`config.mk`:
```
export PLATFORM = sky130hd
export DESIGN_NAME = serial_char_rx
export DESIGN_NICKNAME = d
export VERILOG_FILES = /design/src/rtl/serial_rx_pkg.sv /design/src/rtl/rx_line_sync.sv /design/src/rtl/rx_frame_engine.sv /design/src/rtl/rx_hold_reg.sv /design/src/rtl/serial_char_rx.sv
export SDC_FILE = /design/constraint.sdc
export NUM_CORES = 1
export LEC_CHECK = 0
export BUFFER_PORTS_ARGS = -buffer_cell sky130_fd_sc_hd__buf_2
export CELL_PAD_IN_SITES_DETAIL_PLACEMENT = 1
export CELL_PAD_IN_SITES_GLOBAL_PLACEMENT = 2
export CORE_AREA = 2 2 100 92
export CTS_CLUSTER_DIAMETER = 30
export DETAILED_ROUTE_END_ITERATION = 6
export DIE_AREA = 0 0 102 94
export GPL_ROUTABILITY_DRIVEN = 1
export PLACE_DENSITY_LB_ADDON = 0.1
export SLEW_MARGIN = 20
export SYNTH_ARGS = -nofsm -noshare
export SYNTH_HDL_FRONTEND = slang
export SYNTH_SLANG_ARGS = --single-unit
```
`constraint.sdc`:
```
create_clock -name clk -period 4.36 [get_ports clk]
set_input_delay 0.654 -clock clk [delete_from_list [all_inputs] [get_ports clk]]
set_output_delay 0.654 -clock clk [all_outputs]
set_load 0.02 [all_outputs]
```
`src/rtl/serial_rx_pkg.sv`:
```
package serial_rx_pkg;

    localparam int MAX_BITS = 8;
    localparam int MIN_BITS = 5;
    localparam int IDX_W    = $clog2(MAX_BITS);

    typedef enum logic [2:0] {
        RX_IDLE,
        RX_START,
        RX_DATA,
        RX_PARITY,
        RX_STOP
    } rx_state_e;

    typedef struct packed {
        logic [1:0] len;
        logic       par_en;
        logic       even;
        logic       stick;
    } rx_cfg_t;

    typedef struct packed {
        logic [MAX_BITS-1:0] data;
        logic                par_err;
        logic                frm_err;
    } rx_char_t;

    // Index of the last data bit for a length code
    function automatic logic [IDX_W-1:0] last_index(input logic [1:0] len);
        return IDX_W'(MIN_BITS - 1) + IDX_W'(len);
    endfunction

    // Parity bit the sender should have put on the line
    function automatic logic wanted_parity(input logic [MAX_BITS-1:0] data,
                                           input rx_cfg_t cfg);
        if (cfg.stick)
            return ~cfg.even;
        return cfg.even ? ^data : ~^data;
    endfunction

endpackage

```
`src/rtl/rx_line_sync.sv`:
```
module rx_line_sync #(
    parameter int STAGES = 2
) (
    input  logic clk,
    input  logic rst,
    input  logic din,
    output logic dout
);
    logic [STAGES-1:0] chain;

    always_ff @(posedge clk) begin
        if (rst)
            chain <= '1;
        else
            chain <= {chain[STAGES-2:0], din};
    end

    assign dout = chain[STAGES-1];
endmodule

```
`src/rtl/rx_frame_engine.sv`:
```
module rx_frame_engine
    import serial_rx_pkg::*;
#(
    parameter int OVERSAMPLE = 16
) (
    input  logic     clk,
    input  logic     rst,
    input  logic     tick,
    input  logic     rxd,
    input  rx_cfg_t  cfg,
    output logic     load,
    output rx_char_t char_out
);
    localparam int CNT_W = $clog2(OVERSAMPLE);
    localparam logic [CNT_W-1:0] HALF_LAST = CNT_W'(OVERSAMPLE / 2 - 1);
    localparam logic [CNT_W-1:0] FULL_LAST = CNT_W'(OVERSAMPLE - 1);

    rx_state_e           state;
    logic [CNT_W-1:0]    cnt;
    logic [IDX_W-1:0]    idx;
    logic [MAX_BITS-1:0] shf;
    logic                par_bad;
    logic                bit_mid;

    assign bit_mid = (cnt == FULL_LAST);

    always_ff @(posedge clk) begin
        if (rst) begin
            state    <= RX_IDLE;
            cnt      <= '0;
            idx      <= '0;
            shf      <= '0;
            par_bad  <= 1'b0;
            load     <= 1'b0;
            char_out <= '0;
        end else begin
            load <= 1'b0;
            if (tick) begin
                unique case (state)
                    RX_IDLE: begin
                        if (!rxd) begin
                            state <= RX_START;
                            cnt   <= '0;
                        end
                    end
                    RX_START: begin
                        if (cnt == HALF_LAST) begin
                            cnt <= '0;
                            if (!rxd) begin
                                state   <= RX_DATA;
                                idx     <= '0;
                                shf     <= '0;
                                par_bad <= 1'b0;
                            end else begin
                                state <= RX_IDLE;
                            end
                        end else begin
                            cnt <= cnt + 1'b1;
                        end
                    end
                    RX_DATA: begin
                        if (bit_mid) begin
                            cnt      <= '0;
                            shf[idx] <= rxd;
                            if (idx == last_index(cfg.len))
                                state <= cfg.par_en ? RX_PARITY : RX_STOP;
                            else
                                idx <= idx + 1'b1;
                        end else begin
                            cnt <= cnt + 1'b1;
                        end
                    end
                    RX_PARITY: begin
                        if (bit_mid) begin
                            cnt     <= '0;
                            par_bad <= (rxd != wanted_parity(shf, cfg));
                            state   <= RX_STOP;
                        end else begin
                            cnt <= cnt + 1'b1;
                        end
                    end
                    RX_STOP: begin
                        if (bit_mid) begin
                            cnt              <= '0;
                            char_out.data    <= shf;
                            char_out.par_err <= cfg.par_en & par_bad;
                            char_out.frm_err <= ~rxd;
                            load             <= 1'b1;
                            state            <= RX_IDLE;
                        end else begin
                            cnt <= cnt + 1'b1;
                        end
                    end
                    default: state <= RX_IDLE;
                endcase
            end
        end
    end
endmodule

```
`src/rtl/rx_hold_reg.sv`:
```
module rx_hold_reg
    import serial_rx_pkg::*;
(
    input  logic                clk,
    input  logic                rst,
    input  logic                load,
    input  rx_char_t            char_in,
    input  logic                rd,
    output logic [MAX_BITS-1:0] data,
    output logic                ready,
    output logic                pe,
    output logic                fe,
    output logic                ovr
);
    always_ff @(posedge clk) begin
        if (rst) begin
            data  <= '0;
            ready <= 1'b0;
            pe    <= 1'b0;
            fe    <= 1'b0;
            ovr   <= 1'b0;
        end else if (load) begin
            data  <= char_in.data;
            ready <= 1'b1;
            pe    <= char_in.par_err;
            fe    <= char_in.frm_err;
            ovr   <= rd ? 1'b0 : (ovr | ready);
        end else if (rd) begin
            ready <= 1'b0;
            pe    <= 1'b0;
            fe    <= 1'b0;
            ovr   <= 1'b0;
        end
    end
endmodule

```
`src/rtl/serial_char_rx.sv`:
```
module serial_char_rx
    import serial_rx_pkg::*;
#(
    parameter int OVERSAMPLE  = 16,
    parameter int SYNC_STAGES = 2
) (
    input  logic                clk,
    input  logic                rst,
    input  logic                tick_16x,
    input  logic                serial_in,
    input  logic [1:0]          cfg_len,
    input  logic                cfg_par_en,
    input  logic                cfg_even,
    input  logic                cfg_stick,
    input  logic                rd_strobe,
    output logic [MAX_BITS-1:0] rx_data,
    output logic                data_ready,
    output logic                parity_err,
    output logic                framing_err,
    output logic                overrun
);
    logic     rxd_s;
    logic     load;
    rx_char_t done_char;
    rx_cfg_t  cfg;

    assign cfg = '{len: cfg_len, par_en: cfg_par_en, even: cfg_even, stick: cfg_stick};

    rx_line_sync #(.STAGES(SYNC_STAGES)) u_sync (
        .clk  (clk),
        .rst  (rst),
        .din  (serial_in),
        .dout (rxd_s)
    );

    rx_frame_engine #(.OVERSAMPLE(OVERSAMPLE)) u_frame (
        .clk      (clk),
        .rst      (rst),
        .tick     (tick_16x),
        .rxd      (rxd_s),
        .cfg      (cfg),
        .load     (load),
        .char_out (done_char)
    );

    rx_hold_reg u_hold (
        .clk     (clk),
        .rst     (rst),
        .load    (load),
        .char_in (done_char),
        .rd      (rd_strobe),
        .data    (rx_data),
        .ready   (data_ready),
        .pe      (parity_err),
        .fe      (framing_err),
        .ovr     (overrun)
    );
endmodule

```
== Word level (Yosys, flattened, before mapping) ==
Index checks and enable logic that the tools add are counted.
Cells by class
  add/sub/neg operators: 3
  $lt $le $gt $ge: 2
  equal/unequal tests: 16
  mux-type cells: 48
  bitwise logic cells: 6
  reduce and logical (&&, ||, !) cells: 16
Operators with widths (count)
  two-way mux 3 bit: 11
  two-way mux 8 bit: 3
  two-way mux 1 bit: 23
  case mux 8 bit (2 select lines): 1
  case mux 3 bit (5 select lines): 1
  two-way mux 4 bit: 3
  case mux 4 bit (3 select lines): 1
  inequality test 2 x 1 -> 1 bit (second input constant): 5
  AND reduction 5 bit: 2
  bitwise mux 8 bit: 1
  XNOR reduction 8 bit: 1
  XOR reduction 8 bit: 1
  AND reduction 7 bit: 1
  equality test 3 x 2 -> 1 bit (second input constant): 2
  inequality test 2 bit (second input constant): 3
  case mux 3 bit (2 select lines): 1
  AND reduction 3 bit: 2
  AND reduction 6 bit: 1
  nonzero test 2 bit: 3
  OR reduction 3 bit: 2
  adder 4 x 1 -> 4 bit (second input constant): 1
  equality test 4 x 3 -> 1 bit (second input constant): 1
  equality test 4 bit (second input constant): 1
  less-than comparator 3 x 4 -> 1 bit (second input constant): 1
  16 further kinds: 19
Storage, ports and cells
  register bits: 44
  output and inout port bits: 12
  logic and storage cells: 106

== Longest topological paths before layout ==
Gate-level depths: netlist (run 1).
  word-level depth: 13
  depth in mapped cells: 8
  depth with buffers taken out: 6

== Hierarchy ==
A second synthesis (run 1) with hierarchy kept.
Second synthesis, totals
  cell total of the unflattened synthesis: 244
  area, all modules: 2134.5 um^2
Modules (own cells, without submodules)
  rx_frame_engine: times used 1, cells each 199, area an instance 1660.3 um^2
  rx_hold_reg: times used 1, cells each 41, area an instance 421.7 um^2
  rx_line_sync: times used 1, cells each 4, area an instance 52.6 um^2

== Least setup slack after synthesis (run 1) ==
Ideal clock, no wire load.
  path kind: input port to flip-flop
  start: input tick_16x
  end: register u_frame.shf[3]
  setup time: 70 ps
  data arrival time: 2051 ps
  required time: 4290 ps
  setup slack: 2238 ps
  stages on the path: 5
  path buffers: 0
  path through: and4b_1 -> o21ai_1 -> or3_4 -> or4b_1 -> a21oi_1
Between the ends
  longest elaborated chain between the ends: 1
RTL lines
  from (decl): line serial_char_rx.sv:9  | input logic tick_16x,
  AND reduction 5 bit (no source line)
  to (signal, indexed assignment): line rx_frame_engine.sv:64  | shf[idx] <= rxd;
  to (decl): line rx_frame_engine.sv:21  | logic [MAX_BITS-1:0] shf;
Every way passes these cells.
A chain may end at the register's enable or synchronous reset.

== Worst setup path in the final report (run 1) ==
  start: register u_frame.state[1]
  end: register u_frame.shf[2]
Between the ends
  longest elaborated chain between the ends: 3
  elaborated cells between the ends (all ways): 8
  those cells by class: 5 x eq/ne; 1 x mux; 2 x reduce/logical
RTL lines
  from (decl): line rx_frame_engine.sv:18  | rx_state_e state;
  from (signal assigned): line rx_frame_engine.sv:66  | state <= cfg.par_en ? RX_PARITY : RX_STOP;
  equality test 3 x 2 -> 1 bit / equality test 3 x 1 -> 1 bit (equally long branches): line rx_frame_engine.sv:39  | unique case (state)
  inequality test 2 x 1 -> 1 bit (no source line) (tied with other cells)
  AND reduction 5 bit (no source line)
Parallel ways exist; a longest one is shown, timed or not.

==> key figures, run 1 <==
Synth
  – Number of synthesized flops with an enable pin: 0
  – Synth area leader: dfxtp_1
  – Flops & latches, synth: 44
  – Mapped Area: ~2100 sq um
  – Synth Area in Adders: 0.0119
  – Synth Area in Compound Gates: 0.136
  – Synth top area share: 0.420
  – Main synth FF type: dfxtp_1
  – Post-synth cell types: between 40 and 50
  – Syn. warnings: 0
  – Synth Area in Simple Gates: 0.244
  – Syn_nets: 255
  – Largest family of logic cells by synthesized area: simple AND/OR/NAND/NOR gates
  – Avg Cell Area, Syn: 8.64 sq um
  – Mux contribution to synthesized area: 0.100
  – Top post-synthesis cells by count: dfxtp_1 (44), nor2_1 (35), a21oi_1 (25)
  – Async S/R FF share, synth: 0
  – Most common cell in the netlist: dfxtp_1
  – Seq/Total Area, Yosys: 0.420
  – Syn Inst Count: roughly 240
  – XOR/XNOR share of the synthesized area: 0.0417
  – Synth area leaders: dfxtp_1 (42%), mux2i_1 (10%), nor2_1 (6.3%), a21oi_1 (6.0%), o21ai_0 (3.3%)

Setup path
  – Critical Path End Type: flop
  – CP required: between 4 and 5 ns
  – Worst-path cell chain: or3b_1 -> or3_4 -> or4b_1 -> a21oi_1
  – Critical Path AT: 2.68 ns
  – Crit start category: flop
  – Crit path largest cell delay: 0.74 ns
  – Critical path's slowest cell: dfxtp_1
  – Crit-path max FO: 20
  – Crit path kind: reg -> reg

Power
  – Comb pwr share: 0.035
  – Power per Cell Area: 320 nW/um^2
  – Clock power share: 0.433
  – Sequential share of power: 0.531
  – Pint: around 0.6 mW
  – P_sw: 0.165 mW
  – Sw Ratio: 0.216
  – P_leak: roughly 0.91 nW
  – Worst vdd ir: 0.119 mV

STA
  – Tmin final: between 2 and 2.5 ns
  – RSZ-0062 raised after global routing: false
  – Rel. slew slack: 0.403
  – Final hold vios: 0
  – Clock skew: between 0.005 and 0.006 ns
  – Crit share post-route: 0.565
  – Setup tns final: 0 ns
  – Final setup viols: 0
  – Fmax: around 410 MHz
  – Final Slew Violations: 0
  – Slew of the pin with the lowest slew margin: around 0.90 ns

Routing
  – DRT antenna net count: 0
  – Post-Route WL: 5140 um
  – Drt pass-1 iters: 4
  – Detailed Route Iter0 Violations: 37
  – Routed vias: between 1.5k and 2k
  – Via/cell ratio: 4.57
  – Post-DR wirelength/cell: between 10 and 15 um
  – Residual DRC: 0

Hold path
  – Min-delay worst type: reg -> reg

Die
  – Die height: 94 um
  – Die area: 9590 sq um
  – DIE WIDTH: 102 um
  – Initial Utilization: 0.247
  – Core area: approximately 8500 sq um
  – FP Rows: 32
  – IO Count: 22

Clock network
  – Clk buf depth: 2
  – CTS root buf: clkbuf_8
  – CTS tree: yes
  – Post-CTS Resized: 0
  – Sink Count: 44
  – Hold buffer count at CTS: 0
  – Clock slew at reported path FFs: around 0.090 ns
  – H-tree Lvls: 2
  – Post-CTS setup buffers: 0
  – Worst skew pair latency: roughly 0.29 ns
  – CTS Buf Count: 5

Layout
  – Area grow syn2layout: 14.1%
  – Non-Filler Instances: 373
  – Final nets: approximately 270
  – Layout cell share with drive strength beyond 1: 0.130
  – N_diodes: 0

Placed design
  – Cells after DPL: approximately 370
  – IO Port Bufs: 21
  – GPL Wtd Cong: roughly 0.7
  – DP HPWL: about 3500 um

Global route
  – Initial antenna violation count: 0
  – Global-route usage over all layers: 0.114
  – First-pass GRT wire length: 8500 um
  – Largest net degree at the start of global routing: between 40 and 50
  – Vias in the first global route: approximately 1.7k
  – Grt total ovfl: 0

Outcome
  – Outcome: finished, final reports clean

Job
  – Total of max-cap violations: 0
## through the flow
step / utilization / hold slack (ns) / instance area (sq um) / total power, mW / setup slack (ns)
5_1_grt: 0.282 / 0.442 / 2400 / 0.803 / 1.71
2_1_floorplan: - / 0.389 / 2100 / 0.434 / 2.24
6_report: 0.282 / 0.421 / 2400 / 0.766 / 1.90
3_5_place_dp: 0.268 / 0.399 / 2270 / 0.444 / 1.88
3_3_place_gp: 0.268 / 0.406 / 2270 / 0.444 / 1.90
4_1_cts: 0.282 / 0.425 / 2400 / 0.787 / 1.89
## cell type report
| cell class | count | area, sq um |
|---|---|---|
| Clock buffer | 6 | 82.6 |
| Clock inverter | 2 | 38.8 |
| Fill cell | 1004 | 6090 |
| Inverter | 5 | 18.8 |
| Multi-Input combinational cell | 176 | 1120 |
| Sequential cell | 44 | 881 |
| Tap cell | 119 | 149 |
| Timing Repair Buffer | 21 | 105 |
## power groups by stage
stage,sequential [mW],combinational (mW),clock [mW]
3_5_place_dp,0.417,0.0275,0
5_1_grt,0.408,0.0307,0.364
3_3_place_gp,0.416,0.0279,0
6_report,0.407,0.0271,0.332
2_1_floorplan,0.413,0.0204,0
4_1_cts,0.407,0.0277,0.352
## metal layers
metal | part of all wire | vias up | wire, um | global-route usage
met5 | 0 | - | 0 | 0
met4 | 0.0074 | 0 | 38 | 0.0367
met3 | 0.023 | 2 | 116 | 0.0268
met2 | 0.43 | 16 | 2220 | 0.176
met1 | 0.54 | 814 | 2760 | 0.157
li1 | - | 871 | - | -
## state kept, by name (all words and copies together), names as in the netlist, 2 cells and up
register	count
u_frame.char_out	10
u_frame.shf	8
u_hold.data	8
u_frame.cnt	4
u_frame.idx	3
u_frame.state	3
u_sync.chain	2
## layout by cell type, fill, tap and decap left out, types with 2 or more instances in the layout
master    instances
dfxtp_1          44
nor2_1           35
a21oi_1          25
mux2i_1          21
buf_2            21
o21ai_0          14
nand2_1          10
xnor2_1           7
nand2b_1          6
clkbuf_8          6
nor3_1            5
a31oi_1           5
inv_1             5
or3_1             4
nor2b_1           4
nand3_1           4
xor2_1            3
nor3b_1           3
nand4_1           2
or4_1             2
a221oi_1          2
nand4b_1          2
or2_2             2
nand3b_1          2
or4b_1            2
ha_1              2
## final timing paths
| check | startpoint | endpoint | slack (ns) | cells after the start |
|---|---|---|---|---|
| setup / recovery | u_frame.state[1] | u_frame.shf[2] | 1.90 | 4 |
| hold / removal | u_sync.chain[0] | u_sync.chain[1] | 0.42 | 1 |
| setup reg to reg | u_frame.state[1] | u_frame.shf[2] | 1.90 | 4 |
| hold reg to reg | u_sync.chain[0] | u_sync.chain[1] | 0.42 | 1 |
## critical path: cells and delay by family (launching register included)
kind | cells | cell delay (ns)
AOI/OAI and AO/OA | 1 | 0.15
DFF | 1 | 0.74
and+or+nand+nor | 3 | 1.49
## logic make-up (layout without fill, tap and decap cells)
kind of cell,after synthesis,in the layout
buffers and inverters,23,34
AOI/OAI and AO/OA,51,51
xor gates and xnor gates,10,10
DFF,44,44
muxes,21,21
adders and majority gates,2,2
and+or+nand+nor,92,92
Note: power is estimated with default switching activity, not from simulation.
==> run 2: changes to the inputs <==
Clock period 4.36 ns to 2.3 ns, I/O delays scaled along.
==> run 2 against run 1 <==
Net effect:
- final cell count increased by 2.9%
- worst hold slack got worse by 0.18 ns
- cell area is 2.9% higher
- largest cell class unchanged
==> key figures, run 2 (synthesized netlist as in run 1, its figures left out) <==
Outcome
  – Outcome: finished, final reports clean

STA
  – Clock skew: 0.00965 ns (+0.00372 ns)
  – RSZ-0062 raised after global routing: false
  – Fmax: 470 MHz (+16%)
  – Rel. slew slack: 0.538 (+0.135)
  – Setup tns final: 0 ns (unchanged)
  – Crit share post-route: 0.925 (+0.360)
  – Final Slew Violations: 0 (unchanged)
  – Final setup viols: 0 (unchanged)
  – Hold slack: 0.239 ns (-0.182 ns)
  – Tmin final: 2.13 ns (-0.336 ns)
  – Final worst slack: 0.172 ns (-1.72 ns)
  – Final hold vios: 0 (unchanged)
  – Slew of the pin with the lowest slew margin: 0.692 ns (-0.204 ns)

Clock network
  – Hold buffer count at CTS: 0 (unchanged)
  – H-tree Lvls: 2 (unchanged)
  – Post-CTS Resized: 0 (unchanged)
  – Post-CTS setup buffers: 0 (unchanged)
  – CTS root buf: clkbuf_8
  – Clk buf depth: 2 (unchanged)
  – CTS Buf Count: 5 (unchanged)
  – Sink Count: 44 (unchanged)
  – CTS tree: yes
  – Worst skew pair latency: 0.30 ns (about the same)
  – Clock slew at reported path FFs: 0.09 ns (about the same)

Routing
  – Post-Route WL: 5340 um (+4.0%)
  – Routed vias: 1,724 (+1.2%)
  – Drt pass-1 iters: 4 (unchanged)
  – DRT antenna net count: 0 (unchanged)
  – Detailed Route Iter0 Violations: 42 (+14%)
  – Post-DR wirelength/cell: 13.9 um (+1.0%)
  – Residual DRC: 0 (unchanged)
  – Via/cell ratio: 4.49 (-1.7%)

Placed design
  – IO Port Bufs: 21 (unchanged)
  – GPL Wtd Cong: 0.693 (+0.52%)
  – DP HPWL: 3730 um (+6.4%)
  – Placed inst area: 2360 sq um (+3.6%)
  – Dpl ws: 0.147 ns (-1.73 ns)

Die
  – FP Rows: 32 (unchanged)
  – IO Count: 22 (unchanged)
  – Die height: 94 um (unchanged)
  – Initial Utilization: 0.247 (unchanged)
  – Core area: 8490 sq um (unchanged)
  – DIE WIDTH: 102 um (unchanged)
  – Die area: 9590 sq um (unchanged)

Layout
  – Area grow syn2layout: 17.5%
  – Final Cell Area: 2470 sq um (+2.9%)
  – Top reg by flops: u_frame.char_out
  – Multi-input gate area: 1120 sq um (+0.11%)
  – N_diodes: 0 (unchanged)
  – Final nets: 276 (+4.2%)
  – Fillers: 1,035 (+3.1%)
  – Commonest non-fill, non-tap cell in the layout: dfxtp_1
  – Largest register FFs: 10 (unchanged)
  – Layout cell share with drive strength beyond 1: 0.166 (+0.0361)
  – Commonest non-fill, non-tap cells in the layout: dfxtp_1 (44), nor2_1 (35), a21oi_1 (25)
  – Largest regs: u_frame.char_out (10), u_frame.shf (8), u_hold.data (8)
  – FF/Latch Area: 881 sq um (unchanged)

Power
  – Worst vdd ir: 0.235 mV (+97%)
  – Power per Cell Area: 581 nW/um^2 (+82%)
  – P_leak: 0.957 nW (+5.2%)

Setup path
  – Critical path origin: u_frame.cnt[0]
  – Critical Path End Type: flop
  – Worst flop-to-flop path startpoint: u_frame.cnt[0]
  – Crit start category: flop
  – Critical Path AT: 2.35 ns (-0.33 ns)
  – Reg2Reg Depth: 6 (+2)
  – Crit path kind: reg -> reg
  – R2R Path End: u_frame.shf[3]
  – Critical path capture point: u_frame.shf[3]
  – Crit-path max FO: 8 (-60%)
  – CP required: 2.53 ns (-2.05 ns)
  – R2R setup slack: 0.17 ns (-1.72 ns)

Hold path
  – Min-delay worst type: in -> reg

Global route
  – Largest net degree at the start of global routing: 34 (-29%)
  – Initial antenna violation count: 0 (unchanged)
  – Grt total ovfl: 0 (unchanged)
  – Global-route usage over all layers: 0.117 (+0.00296)
  – First-pass GRT wire length: 8860 um (+4.2%)
  – Vias in the first global route: 1,739 (-0.057%)

Job
  – Total of max-cap violations: 0 (unchanged)
==> run 2: critical path, cell delays in order, from the launching register on <==
cell and delay, ns:
dfxtp_1 0.38, ha_1 0.23, and4b_2 0.30, o21ai_1 0.10, or3_4 0.42, or4b_1 0.48, a21oi_1 0.15
==> run 2: layer usage <==
layer / wire, um / GRT usage / up-vias
li1: - / - / 899
met1: 3080 / 0.178 / 803
met2: 2090 / 0.167 / 20
met3: 148 / 0.0253 / 2
met4: 30 / 0.0267 / 0
met5: 0 / 0 / -
==> run 2: final cells by class <==
type	instances	share of cell area
multi-input cells	176	0.455
well taps	119	0.0604
clock buffers	6	0.0294
clock inverters	2	0.0142
flip-flops and latches	44	0.357
repair buffers	32	0.0761
inverters	5	0.00761
==> run 2: through the flow <==
stage	std cells	total power, mW	util
floorplan	243	0.822	-
finish	384	1.43	0.291
global placement	376	0.847	0.278
CTS	384	1.46	0.290
global route	384	1.50	0.291
detailed placement	376	0.847	0.278
==> run 2: worst min path at each step <==
stage / start / endpoint / slack [ns] / cells past startpoint
global placement: u_sync.chain[0] / u_sync.chain[1] / 0.40 / 1
detailed placement: u_sync.chain[0] / u_sync.chain[1] / 0.40 / 1
floorplan: u_sync.chain[0] / u_sync.chain[1] / 0.39 / 1
finish: serial_in / u_sync.chain[0] / 0.24 / 2
CTS: serial_in / u_sync.chain[0] / 0.23 / 2
global route: serial_in / u_sync.chain[0] / 0.22 / 2
==> run 2: where the power goes <==
part | total (mW) | internal [mW] | switching, mW
combinational | 0.0598 | 0.0229 | 0.0369
clock | 0.605 | 0.323 | 0.282
sequential | 0.768 | 0.764 | 0.00436
total | 1.43 | 1.11 | 0.323
